===== src/rtl/chg_pkg.sv =====
package chg_pkg;
  // Sticky trickle causes, one latch each
  localparam int N_STICKY  = 3;
  localparam int IDX_SLOPE = 0;
  localparam int IDX_TMR   = 1;
  localparam int IDX_OT    = 2;

  // Self-recovering good conditions watched for re-entry
  localparam int N_OKCOND  = 2;
  localparam int IDX_WIN   = 0;
  localparam int IDX_SUP   = 1;

  typedef logic [N_STICKY-1:0] sticky_vec_t;
  typedef logic [N_OKCOND-1:0] okcond_vec_t;
endpackage


===== src/rtl/chg_rst_sync.sv =====
module chg_rst_sync #(
  parameter int STAGES = 2
) (
  input  logic clk,
  input  logic rst_n,
  output logic rst_s
);
  logic [STAGES-1:0] sync_q;
  logic [STAGES-1:0] sync_d;

  always_comb begin
    sync_d = {sync_q[STAGES-2:0], 1'b1};
  end

  always_ff @(posedge clk or negedge rst_n) begin
    if (!rst_n) sync_q <= '0;
    else        sync_q <= sync_d;
  end

  assign rst_s = sync_q[STAGES-1];
endmodule


===== src/rtl/chg_edge_det.sv =====
module chg_edge_det #(
  parameter int W = 2
) (
  input  logic         clk,
  input  logic         rst_s,
  input  logic [W-1:0] cond,
  output logic [W-1:0] rise
);
  logic [W-1:0] prev_q;
  logic [W-1:0] prev_d;

  always_comb begin
    prev_d = cond;
    rise   = cond & ~prev_q;
  end

  // Reset to "all good" so that power-up itself never looks like a re-entry
  always_ff @(posedge clk or negedge rst_s) begin
    if (!rst_s) prev_q <= '1;
    else        prev_q <= prev_d;
  end
endmodule


===== src/rtl/chg_sticky_bank.sv =====
module chg_sticky_bank #(
  parameter int N = 3
) (
  input  logic         clk,
  input  logic         rst_s,
  input  logic [N-1:0] set_req,
  input  logic         clr,
  output logic [N-1:0] lat_d
);
  logic [N-1:0] lat_q;

  for (genvar g = 0; g < N; g++) begin : g_cell
    // Clear has priority over set
    always_comb begin
      if (clr)             lat_d[g] = 1'b0;
      else if (set_req[g]) lat_d[g] = 1'b1;
      else                 lat_d[g] = lat_q[g];
    end

    always_ff @(posedge clk or negedge rst_s) begin
      if (!rst_s) lat_q[g] <= 1'b0;
      else        lat_q[g] <= lat_d[g];
    end
  end
endmodule


===== src/rtl/chg_mode_ctrl.sv =====
module chg_mode_ctrl
  import chg_pkg::*;
#(
  parameter int SYNC_STAGES = 2
) (
  input  logic clk,
  input  logic rst_n,
  input  logic v_above,
  input  logic v_below,
  input  logic slope_drop,
  input  logic tmr_expired,
  input  logic temp_over,
  input  logic temp_under,
  input  logic tmode_timer,
  input  logic sup_low,
  output logic ft_out,
  output logic clr_pulse
);
  logic        rst_s;
  okcond_vec_t ok_vec;
  okcond_vec_t rise_vec;
  sticky_vec_t set_vec;
  sticky_vec_t lat_d;
  logic        clr_any;
  logic        clr_hold;
  logic        soft_block;
  logic        ft_d;
  logic        clr_d;

  chg_rst_sync #(.STAGES(SYNC_STAGES)) i_rst_sync (
    .clk   (clk),
    .rst_n (rst_n),
    .rst_s (rst_s)
  );

  always_comb begin
    ok_vec          = '0;
    ok_vec[IDX_WIN] = ~(v_above | v_below);
    ok_vec[IDX_SUP] = ~sup_low;
  end

  chg_edge_det #(.W(N_OKCOND)) i_edge (
    .clk   (clk),
    .rst_s (rst_s),
    .cond  (ok_vec),
    .rise  (rise_vec)
  );

  // Backup mode selects which of the timer / temperature flags count
  always_comb begin
    set_vec            = '0;
    set_vec[IDX_SLOPE] = slope_drop;
    set_vec[IDX_TMR]   = tmode_timer & tmr_expired;
    set_vec[IDX_OT]    = ~tmode_timer & temp_over;
    clr_any            = |rise_vec;
    clr_hold           = clr_any | sup_low;
    soft_block         = ~tmode_timer & temp_under;
  end

  chg_sticky_bank #(.N(N_STICKY)) i_sticky (
    .clk     (clk),
    .rst_s   (rst_s),
    .set_req (set_vec),
    .clr     (clr_hold),
    .lat_d   (lat_d)
  );

  always_comb begin
    ft_d  = (&ok_vec) & ~(|lat_d) & ~soft_block;
    clr_d = clr_any;
  end

  always_ff @(posedge clk or negedge rst_s) begin
    if (!rst_s) begin
      ft_out    <= 1'b1;
      clr_pulse <= 1'b0;
    end else begin
      ft_out    <= ft_d;
      clr_pulse <= clr_d;
    end
  end
endmodule


===== config.mk =====
export PLATFORM = sky130hd
export DESIGN_NAME = chg_mode_ctrl
export DESIGN_NICKNAME = d
export VERILOG_FILES = /design/src/rtl/chg_pkg.sv /design/src/rtl/chg_rst_sync.sv /design/src/rtl/chg_edge_det.sv /design/src/rtl/chg_sticky_bank.sv /design/src/rtl/chg_mode_ctrl.sv
export SDC_FILE = /design/constraint.sdc
export NUM_CORES = 1
export LEC_CHECK = 0
export ABC_AREA = 0
export ABC_CLOCK_PERIOD_IN_PS = 800
export BUFFER_PORTS_ARGS = -buffer_cell sky130_fd_sc_hd__buf_2
export CAP_MARGIN = 20
export CORE_AREA = 5 5 42 44
export CTS_CLUSTER_SIZE = 40
export DETAILED_ROUTE_END_ITERATION = 16
export DIE_AREA = 0 0 47 49
export PLACE_DENSITY = 0.55
export SLEW_MARGIN = 20
export SYNTH_ARGS = -nofsm -noshare
export SYNTH_HDL_FRONTEND = slang
export SYNTH_SLANG_ARGS = --single-unit

===== constraint.sdc =====
create_clock -name clk -period 0.8 [get_ports clk]
set_input_delay 0.12 -clock clk [delete_from_list [all_inputs] [get_ports clk]]
set_output_delay 0.12 -clock clk [all_outputs]
set_load 0.03 [all_outputs]

# == Word-level counts from Yosys, hierarchy flattened ==
# Index checks and enable logic that the tools add are counted.
# classes
mux,6
bitwise_logic,14
n_reduce_logical,3
# ops
cell,count
two-way mux 1 bit,6
bitwise AND 1 bit,5
inverter 1 bit,5
OR reduction 3 bit,1
bitwise AND 2 bit,1
inverter 2 bit,1
bitwise OR 1 bit,2
AND reduction 2 bit,1
OR reduction 2 bit,1
# totals
regBits,9
input_bits,10
out_inout_bits,2
elab_cells,30

# == Longest topological paths before layout ==
# Gate-level depths: netlist (run 1).
# depth
ltp_word,10
depth_mapped,3
depth_no_buf,3

# == By module ==
# From an unflattened synthesis (run 1), not the netlist that was laid out.
# unflattened
cells_unflattened,24
area_unflattened_um2,341.6
# modules_own_cells
module,n_inst,cells_each,area_each_um2,seq_area_each_um2
chg_sticky_bank,1,6,105.1,75.1
chg_mode_ctrl,1,11,102.6,51.3
chg_edge_det,1,4,80.1,52.6
chg_rst_sync,1,3,53.8,50.0

# == Least setup slack after synthesis (run 1) ==
# OpenSTA, ideal clock, no wires.
# synth_timing
kind,reg-to-reg
start,register i_edge.prev_q[0]
end,register ft_out
setup_ns,0.080
arrival_ns,0.889
required_time_ns,0.720
setup_slack_ns,-0.169
stages_incl_launch_ff,3
path_buffers,0
period_less_slack_ns,0.969
cell_sequence,dfstp_2 o311ai_4 o2111a_1
# synth_via
elab_chain_cells,9
word_cells_on_any_way,11
cone_classes,3 x mux; 6 x bitwise; 2 x reduce/logical
# synth_rtl
element,line,source
start: declaration,chg_edge_det.sv:9,logic [W-1:0] prev_q;
start signal: assignment,chg_edge_det.sv:20,else prev_q <= prev_d;
inverter 2 bit (*),chg_edge_det.sv:14,rise = cond & ~prev_q;
bitwise AND 2 bit (*),chg_edge_det.sv:14,
OR reduction 2 bit (*),chg_mode_ctrl.sv:55,clr_any = |rise_vec;
bitwise OR 1 bit (*),chg_mode_ctrl.sv:56,clr_hold = clr_any | sup_low;
two-way mux 1 bit,chg_sticky_bank.sv:15,if (clr) lat_d[g] = 1'b0;
OR reduction 3 bit (*),chg_mode_ctrl.sv:69,ft_d = (&ok_vec) & ~(|lat_d) & ~soft_block;
inverter 1 bit (*),chg_mode_ctrl.sv:69,
bitwise AND 1 bit (*) (2 in a row),chg_mode_ctrl.sv:69,
via ft_d,chg_mode_ctrl.sv:27,logic ft_d;
end signal: assignment,chg_mode_ctrl.sv:78,ft_out <= ft_d;
end: declaration,chg_mode_ctrl.sv:16,"output logic ft_out,"
# Mark *: on every way through the listed nets, which the timed path passes. The rest lies on a longest branch.

# == Worst setup path after layout (run 1) ==
# layout_timing
start,register ft_out
end,output ft_out
# No word-level cell between the ends.

==> summary.md, run 1 <==
| Metric | Value |
|---|---|
| WS Path Type | `reg -> out` |
| Worst hold path depth | `2` |
| Fin crit period | `1.02 ns` |
| Final Util | `37.4%` |
| Max_cap viols | `0` |
| Initial Util | `23.9%` |
| Worst hold margin | `0.0674 ns` |
| Number of global-route vias before repair | `277` |
| Synth Register Bits | `9` |
| Clk slew on worst S/H paths | `0.06 ns` |
| Via density | `4.27` |
| Fin. Hold Viols | `0` |
| Crit path launch type | `flop` |
| Worst path max stage delay | `0.52 ns` |
| Final period util | `128%` |
| Outcome | `finished with violations` |
| CTS Sinks | `9` |
| Data required, critical path | `0.68 ns` |
| RSZ-0062 raised after global routing | `true` |
| Crit. End Element | `primary output` |
| Fmax | `977 MHz` |
| IO Count | `12` |
| DR pass1 iterations | `2` |
| Slew Viols, Final | `0` |
| Crit path cell chain | `buf_6` |
| First-pass GRT wire length | `1150 um` |
| Met3 routed WL | `87 um` |
| Clk root buf | `clkbuf_4` |
| Gr usage total | `7.61%` |
| Setup Fix Bufs, Post-CTS | `0` |
| Yosys cell types | `12` |
| Yosys warns | `0` |
| Vias | `269` |
| CP Data Arrival Time | `0.90 ns` |
| Layout cell share with drive strength beyond 1 | `59.6%` |
| Slowest cell on crit path | `dfstp_2` |
| Rows | `14` |
| Area of the core | `0.00140 mm2` |
| Area Overhead vs Synth | `56.3%` |
| Synthesized area per cell | `13.4 um2` |
| Syn_nets | `35` |
| Wirelength per Cell | `10.6 um` |
| WL met1 | `308 um` |
| Uppermost layer routed | `met4` |
| Commonest non-fill, non-tap cells in the layout | `9 x buf_2, 6 x dfrtp_1, 5 x buf_4` |
| Die Y | `49 um` |
| DRT iter0 DRCs | `3` |
| DR WL met2 | `252 um` |
| Top delay family on crit path | `flip-flops` |
| Static Leakage | `0.249 nW` |
| GPL Wtd Cong | `0.669` |
| Worst Path Buf+Inv | `1` |
| Worst hold path class | `in -> reg` |
| Endpoints failing setup | `6` |
| Flop2flop setup slack | `-0.17 ns` |
| Violated checks | `setup timing` |
| Initial antenna violation count | `0` |
| Syn Std Cell Area | `335 um2` |
| TritonCTS Buffers | `3` |
| Total gr overflow | `0` |
| Total detailed-routing wirelength | `668 um` |
| DR DRC count | `0` |
| Max clock buf depth | `2` |
| Hold Path Origin | `sup_low` |
| Worst-case reg-to-reg path depth | `2` |
| Sequential share of the synthesized area | `68.3%` |
| Die Footprint | `0.00230 mm2` |
| Final antenna-violating net count | `0` |
| Buffers added on ports | `11` |
| Capturing point of the worst reg2reg path | `ft_out` |
| Clock Skew | `0.00250 ns` |
| CTS H-Tree Depth | `1` |
| CTS tree | `done` |
| VDD IR-drop max | `0.954 mV` |
| Worst r2r src | `i_edge.prev_q[1]` |
| Die W | `47 um` |
| CP Depth | `1` |
| Diodes inserted | `0` |
| Nets@finish | `58` |
| Hold Crit Endpoint | `clr_pulse` |
| Placed wire-length estimate | `520 um` |
| Post-synthesis cell count | `25` |
| Power density cells | `1870 mW/mm2` |
| Leading cell type in the layout, fill and taps excluded | `buf_2` |
| Largest net degree at the start of global routing | `8` |
| Worst-skew pair later-pin latency | `0.26 ns` |
| Worst-path fanout max | `1` |
| Setup ws final | `-0.224 ns` |
## area by class of cell
type                            count  area, um2
Inverter                            2       7.51
Sequential cell                     9        229
Timing Repair Buffer               18        126
Multi-Input combinational cell     14        115
Clock buffer                        4       26.3
Tap cell                           16       20.0
Fill cell                         148        877
## flip-flops by register name, summed over array words and instances, names as in the netlist
signal,count
i_edge.prev_q,2
i_rst_sync.sync_q,2
ft_out,1
clr_pulse,1
i_sticky.lat_q,3
## repair_timing
| item | in CTS | in global routing |
|---|---|---|
| pin swaps | 0 | 1 |
| hold buffers | 1 | 0 |
| endpoints found under the hold margin | 2 | 0 |
| setup endpoints to repair | 6 | 7 |
| gates resized for setup | 6 | 3 |
## synthesized netlist by cell type, drive strengths merged
cell type  instances  area share, %
dfrtp              6             45
nor2               5            5.6
dfstp              3             24
a21oi              2            3.0
inv                2            2.2
and4b              1            3.0
conb               1            1.1
nand2              1            1.1
nand2b             1            1.9
o2111a             1            3.4
o311ai             1            7.8
o32ai              1            2.6
## power by group
group / switching, W / leakage, nW / internal, W
logic: 0.0000586 / 0.126 / 0.0000736
clock network: 0.000155 / 0.0150 / 0.000192
registers: 0.0000180 / 0.108 / 0.000483
total: 0.000232 / 0.249 / 0.000748
## layer usage
layer	vias to the layer above	global-route usage, %
met4	0	5.53
met2	13	9.28
li1	129	-
met1	125	8.39
met3	2	6.27
met5	-	0
## worst max-delay path by stage
stage / end / slack, ns / start
after floorplan: ft_out / -0.13 / i_edge.prev_q[1]
after global placement: ft_out / -0.14 / i_edge.prev_q[1]
after detailed placement: ft_out / -0.14 / i_edge.prev_q[1]
after CTS: ft_out / -0.24 / ft_out
after global routing: ft_out / -0.26 / ft_out
final: ft_out / -0.22 / ft_out
## kinds of logic (layout without fill, tap and decap cells)
group | after synthesis | in the layout | synth area share, %
compound gates | 5 | 5 | 16.8
buf+inv | 2 | 24 | 2.24
flops | 9 | 9 | 68.3
other cells | 1 | 1 | 1.12
simple gates | 8 | 8 | 11.6
## per-stage QoR
| step | power [W] | setup slack [ns] | instance area [um2] | setup TNS, ns | std cells |
|---|---|---|---|---|---|
| 4_1_cts | 0.000995 | -0.237 | 510 | -0.955 | 63 |
| 6_report | 0.000980 | -0.224 | 524 | -0.911 | 63 |
| 2_1_floorplan | 0.000547 | -0.135 | 335 | -0.135 | 25 |
| 5_1_grt | 0.00105 | -0.264 | 524 | -1.11 | 63 |
| 3_3_place_gp | 0.000617 | -0.145 | 455 | -0.532 | 58 |
| 3_5_place_dp | 0.000618 | -0.141 | 455 | -0.533 | 58 |
(Power assumes the default switching activity.)
==> run 2, diff against run 1 <==
--- a/config.mk
+++ b/config.mk
@@ -13,7 +13,6 @@
 export CTS_CLUSTER_SIZE = 40
 export DETAILED_ROUTE_END_ITERATION = 16
 export DIE_AREA = 0 0 47 49
-export PLACE_DENSITY = 0.55
 export SLEW_MARGIN = 20
 export SYNTH_ARGS = -nofsm -noshare
 export SYNTH_HDL_FRONTEND = slang
==> summary.md, run 2 (synthesis results as in run 1) <==
| Metric | Value |
|---|---|
| Via density | `3.97` |
| Largest registers | `i_sticky.lat_q: 3 flops, i_edge.prev_q: 2 flops, i_rst_sync.sync_q: 2 flops` |
| First-pass GRT wire length | `1190 um` |
| Clk root buf | `clkbuf_4` |
| CP Depth | `1` |
| Leading cell type in the layout, fill and taps excluded | `buf_2` |
| Endpoints failing setup | `6` |
| VDD IR-drop max | `0.619 mV` |
| Data required, critical path | `0.68 ns` |
| Worst-path fanout max | `1` |
| WS Path Type | `reg -> out` |
| Worst Path Buf+Inv | `1` |
| Vias | `254` |
| Net Sw Frac | `22.7%` |
| Slowest cell on crit path | `dfstp_2` |
| Rows | `14` |
| GPL Wtd Cong | `0.705` |
| Final Util | `38.5%` |
| Switching pwr | `0.000220 W` |
| Slew Viols, Final | `0` |
| Wirelength per Cell | `10.4 um` |
| Worst-case reg-to-reg path depth | `2` |
| Die Footprint | `0.00230 mm2` |
| Initial Util | `23.9%` |
| Initial antenna violation count | `0` |
| Fin. Hold Viols | `0` |
| Largest net degree at the start of global routing | `8` |
| Max_cap viols | `0` |
| Static Leakage | `0.252 nW` |
| Layout cell share with drive strength beyond 1 | `62.5%` |
| Crit path cell chain | `buf_6` |
| Crit. End Element | `primary output` |
| Fin crit period | `1.01 ns` |
| DRT iter0 DRCs | `3` |
| Post-route design area | `539 um2` |
| Clock Skew | `0.00198 ns` |
| Nets@finish | `59` |
| CTS tree | `done` |
| IO Count | `12` |
| CTS H-Tree Depth | `1` |
| Area of the core | `0.00140 mm2` |
| CTS Sinks | `9` |
| Max clock buf depth | `2` |
| Area Overhead vs Synth | `60.8%` |
| Int Pwr | `0.000752 W` |
| RSZ-0062 raised after global routing | `true` |
| Top reg by flops | `i_sticky.lat_q` |
| Fmax | `987 MHz` |
| Final antenna-violating net count | `0` |
| Clock power share | `33.9%` |
| Gr usage total | `7.25%` |
| Global Route met2 Usage | `9.50%` |
| DR pass1 iterations | `3` |
| Logic gate share of total power | `14.5%` |
| CP Data Arrival Time | `0.89 ns` |
| Met3 usage in global routing | `2.58%` |
| Final period util | `127%` |
| Number of global-route vias before repair | `288` |
| Total power draw | `0.000972 W` |
| Diodes inserted | `0` |
| Buffers added on ports | `11` |
| Crit path launch type | `flop` |
| Total gr overflow | `0` |
| Setup ws final | `-0.213 ns` |
| Worst r2r src | `i_edge.prev_q[1]` |
| Instance area at placement | `455 um2` |
| TritonCTS Buffers | `3` |
| Critical Path End | `ft_out` |
| Power density cells | `1800 mW/mm2` |
| Violated checks | `setup timing` |
| Worst hold path class | `in -> reg` |
| Top delay family on crit path | `flip-flops` |
| Clk slew on worst S/H paths | `0.06 ns` |
| Hold Path Origin | `sup_low` |
| Flop2flop setup slack | `-0.17 ns` |
| Total detailed-routing wirelength | `668 um` |
| Capturing point of the worst reg2reg path | `ft_out` |
| TNS Setup | `-0.856 ns` |
| Met1 Track Usage GR | `9.30%` |
| Worst hold margin | `0.0679 ns` |
| Busiest grt layer | `met2` |
| Worst-skew pair later-pin latency | `0.25 ns` |
| Commonest non-fill, non-tap cells in the layout | `9 x buf_2, 6 x dfrtp_1, 6 x buf_4` |
| Register share of total power | `51.6%` |
| CP startpoint | `ft_out` |
| Outcome | `finished with violations` |
| Placed wire-length estimate | `556 um` |
| Max FFs per register | `3` |
| DR DRC count | `0` |
| Worst path max stage delay | `0.52 ns` |
| Die W | `47 um` |
| Die Y | `49 um` |
[run 2: cell count changes in the layout (fill, tap and decap cells not counted)]
cell     delta
nor2_1      -2
o32ai_1     +1
buf_4       +1
o32ai_2     -1
nor2_4      +2
[run 2: timing repair]
action / CTS / global route
resized for setup: 8 / 4
hold buffers: 1 / 0
endpoints found under the hold margin: 2 / 0
endpoints found under the setup margin: 6 / 6
buffers inserted: 0 / 1
[run 2: stage by stage]
step | std cells | setup WS (ns)
2_1_floorplan | 25 | -0.135
3_5_place_dp | 58 | -0.155
6_report | 64 | -0.213
4_1_cts | 63 | -0.227
5_1_grt | 64 | -0.249
3_3_place_gp | 58 | -0.142
[run 2: worst register-to-register path, delay by kind of cell, from the launching register on]
| family | cells | cell delay (ns) |
|---|---|---|
| compound gates | 2 | 0.34 |
| flops | 1 | 0.56 |
[run 2: metal layers]
layer  routed length, um  up-vias
li1                    -      132
met1                 316      113
met2                 300        9
met3                  51        0
met4                   0        0
met5                   0        -
[run 2: worst min path at each step]
stage / depth (start not counted) / end / slack, ns
2_1_floorplan: 0 / i_rst_sync.sync_q[0] / -0.18
3_3_place_gp: 1 / i_rst_sync.sync_q[0] / -0.09
3_5_place_dp: 1 / i_rst_sync.sync_q[1] / -0.09
4_1_cts: 2 / clr_pulse / 0.06
5_1_grt: 2 / clr_pulse / 0.06
6_report: 2 / clr_pulse / 0.07
[run 2: power by group through the flow]
stage	combinational [W]	clock [W]	sequential, W
2_1_floorplan	0.0000321	0	0.000515
5_1_grt	0.000153	0.000385	0.000505
3_5_place_dp	0.000110	0	0.000507
4_1_cts	0.000129	0.000353	0.000502
3_3_place_gp	0.000110	0	0.000506
6_report	0.000141	0.000330	0.000502
[run 2: layout make-up]
| type | count | area [um2] |
|---|---|---|
| clock buffers | 4 | 26.3 |
| inverters | 2 | 7.51 |
| multi-input cells | 14 | 123 |
| fillers | 146 | 862 |
| repair buffers | 19 | 134 |
| flip-flops and latches | 9 | 229 |
| well taps | 16 | 20.0 |
==> run 3, diff against run 2 <==
--- a/config.mk
+++ b/config.mk
@@ -6,7 +6,7 @@
 export NUM_CORES = 1
 export LEC_CHECK = 0
 export ABC_AREA = 0
-export ABC_CLOCK_PERIOD_IN_PS = 800
+export ABC_CLOCK_PERIOD_IN_PS = 900
 export BUFFER_PORTS_ARGS = -buffer_cell sky130_fd_sc_hd__buf_2
 export CAP_MARGIN = 20
 export CORE_AREA = 5 5 42 44
==> constraint.sdc (replaced) <==
create_clock -name clk -period 0.9 [get_ports clk]
set_input_delay 0.135 -clock clk [delete_from_list [all_inputs] [get_ports clk]]
set_output_delay 0.135 -clock clk [all_outputs]
set_load 0.03 [all_outputs]
==> summary.md, run 3 (synthesis results as in run 1) <==
| Metric | Value |
|---|---|
| Diodes inserted | `0` |
| Top delay family on crit path | `flip-flops` |
| Max clock buf depth | `2` |
| Final period util | `114%` |
| Buffers added on ports | `11` |
| Top reg by flops | `i_sticky.lat_q` |
| Fmax | `974 MHz` |
| Max_cap viols | `0` |
| TNS Setup | `-0.249 ns` |
| CTS Sinks | `9` |
| Flop2flop setup slack | `-0.06 ns` |
| Total gr overflow | `0` |
| Via density | `4.17` |
| Post-Place Cells | `56` |
| Outcome | `finished with violations` |
| Final Util | `37.3%` |
| Vias | `267` |
| Area of the core | `0.00140 mm2` |
| Power density cells | `1630 mW/mm2` |
| Worst-case reg-to-reg path depth | `2` |
| DRT iter0 DRCs | `1` |
| Static Leakage | `0.250 nW` |
| Die Y | `49 um` |
| Wirelength per Cell | `10.5 um` |
| Die Footprint | `0.00230 mm2` |
| Placed wire-length estimate | `516 um` |
| Crit path cell chain | `buf_6` |
| Worst r2r src | `i_edge.prev_q[1]` |
| Crit. End Element | `primary output` |
| Clock Skew | `0.00245 ns` |
| Worst path max stage delay | `0.52 ns` |
| Crit path launch type | `flop` |
| Gr usage total | `6.77%` |
| CP Depth | `1` |
| Max FFs per register | `3` |
| Leading cell type in the layout, fill and taps excluded | `buf_2` |
| Commonest non-fill, non-tap cells in the layout | `9 x buf_2, 7 x buf_4, 6 x dfrtp_1` |
| Fin. Hold Viols | `0` |
| Worst hold path depth | `2` |
| Largest net degree at the start of global routing | `8` |
| CP Data Arrival Time | `0.89 ns` |
| Initial antenna violation count | `0` |
| WS Path Type | `reg -> out` |
| Total detailed-routing wirelength | `670 um` |
| IO Count | `12` |
| Capturing point of the worst reg2reg path | `ft_out` |
| Worst-skew pair later-pin latency | `0.25 ns` |
| DR DRC count | `0` |
| Endpoints failing setup | `5` |
| RSZ-0062 raised after global routing | `true` |
| CTS H-Tree Depth | `1` |
| Layout cell share with drive strength beyond 1 | `60.4%` |
| CTS tree | `done` |
| Die W | `47 um` |
| GPL Wtd Cong | `0.758` |
| Final antenna-violating net count | `0` |
| Clk root buf | `clkbuf_4` |
| Worst Path Buf+Inv | `1` |
| VDD IR-drop max | `0.899 mV` |
| Slowest cell on crit path | `dfstp_2` |
| Worst-path fanout max | `1` |
| Slew Viols, Final | `0` |
| Fillers | `153` |
| Total power draw | `0.000854 W` |
| Fin cells | `64` |
| DP Worst Slack | `-0.0659 ns` |
| Nets@finish | `59` |
| Number of global-route vias before repair | `270` |
| Initial Util | `23.9%` |
| Fin crit period | `1.03 ns` |
| Hold Path Origin | `v_above` |
| Hold Crit Endpoint | `i_edge.prev_q[0]` |
| Worst hold path class | `in -> reg` |
| DR pass1 iterations | `2` |
| Violated checks | `setup timing` |
| Area Overhead vs Synth | `56.0%` |
| Clk slew on worst S/H paths | `0.05 ns` |
| Largest registers | `i_sticky.lat_q: 3 flops, i_edge.prev_q: 2 flops, i_rst_sync.sync_q: 2 flops` |
| TritonCTS Buffers | `3` |
| Data required, critical path | `0.76 ns` |
| First-pass GRT wire length | `1080 um` |
| Rows | `14` |
| Setup ws final | `-0.127 ns` |
## run 3: stage by stage
| stage | hold WS (ns) | instance area [um2] |
|---|---|---|
| after floorplan | -0.161 | 335 |
| after global placement | -0.0784 | 440 |
| after detailed placement | -0.0760 | 440 |
| after CTS | 0.0740 | 503 |
| after global routing | 0.0853 | 523 |
| final | 0.0830 | 523 |
## run 3: cell type report
class | count | area (um2) | area share, %
inverter | 2 | 7.51 | 1.44
multi-input combinational | 14 | 110 | 21.1
tap | 16 | 20.0 | 3.83
timing repair buffer | 19 | 130 | 24.9
clock buffer | 4 | 26.3 | 5.02
sequential | 9 | 229 | 43.8
## run 3: layer usage
layer	global-route usage (%)	up-vias	wire length (um)	share of wire, %
li1	-	132	-	-
met1	9.13	124	306	46
met2	8.37	11	289	43
met3	2.21	0	74	11
met4	5.53	0	0	0
met5	0	-	0	0
## run 3: power by group
group,switching [W],total [W],internal (W)
clock,0.000121,0.000291,0.000170
sequential,0.0000157,0.000445,0.000429
combinational,0.0000518,0.000118,0.0000663
## run 3: how the worst max path moves through the flow
stage          slack, ns                 to        startpoint
2_1_floorplan      -0.04             ft_out  i_edge.prev_q[1]
3_3_place_gp       -0.06             ft_out  i_edge.prev_q[1]
3_5_place_dp       -0.07  i_sticky.lat_q[1]  i_edge.prev_q[1]
4_1_cts            -0.14             ft_out            ft_out
5_1_grt            -0.15             ft_out            ft_out
6_report           -0.13             ft_out            ft_out
## run 3: repair_timing
action	in CTS	in global routing
setup endpoints to repair	5	5
endpoints found under the hold margin	2	0
setup buffers	1	2
resized for setup	6	2
hold buffers	1	0
pin swaps	2	1
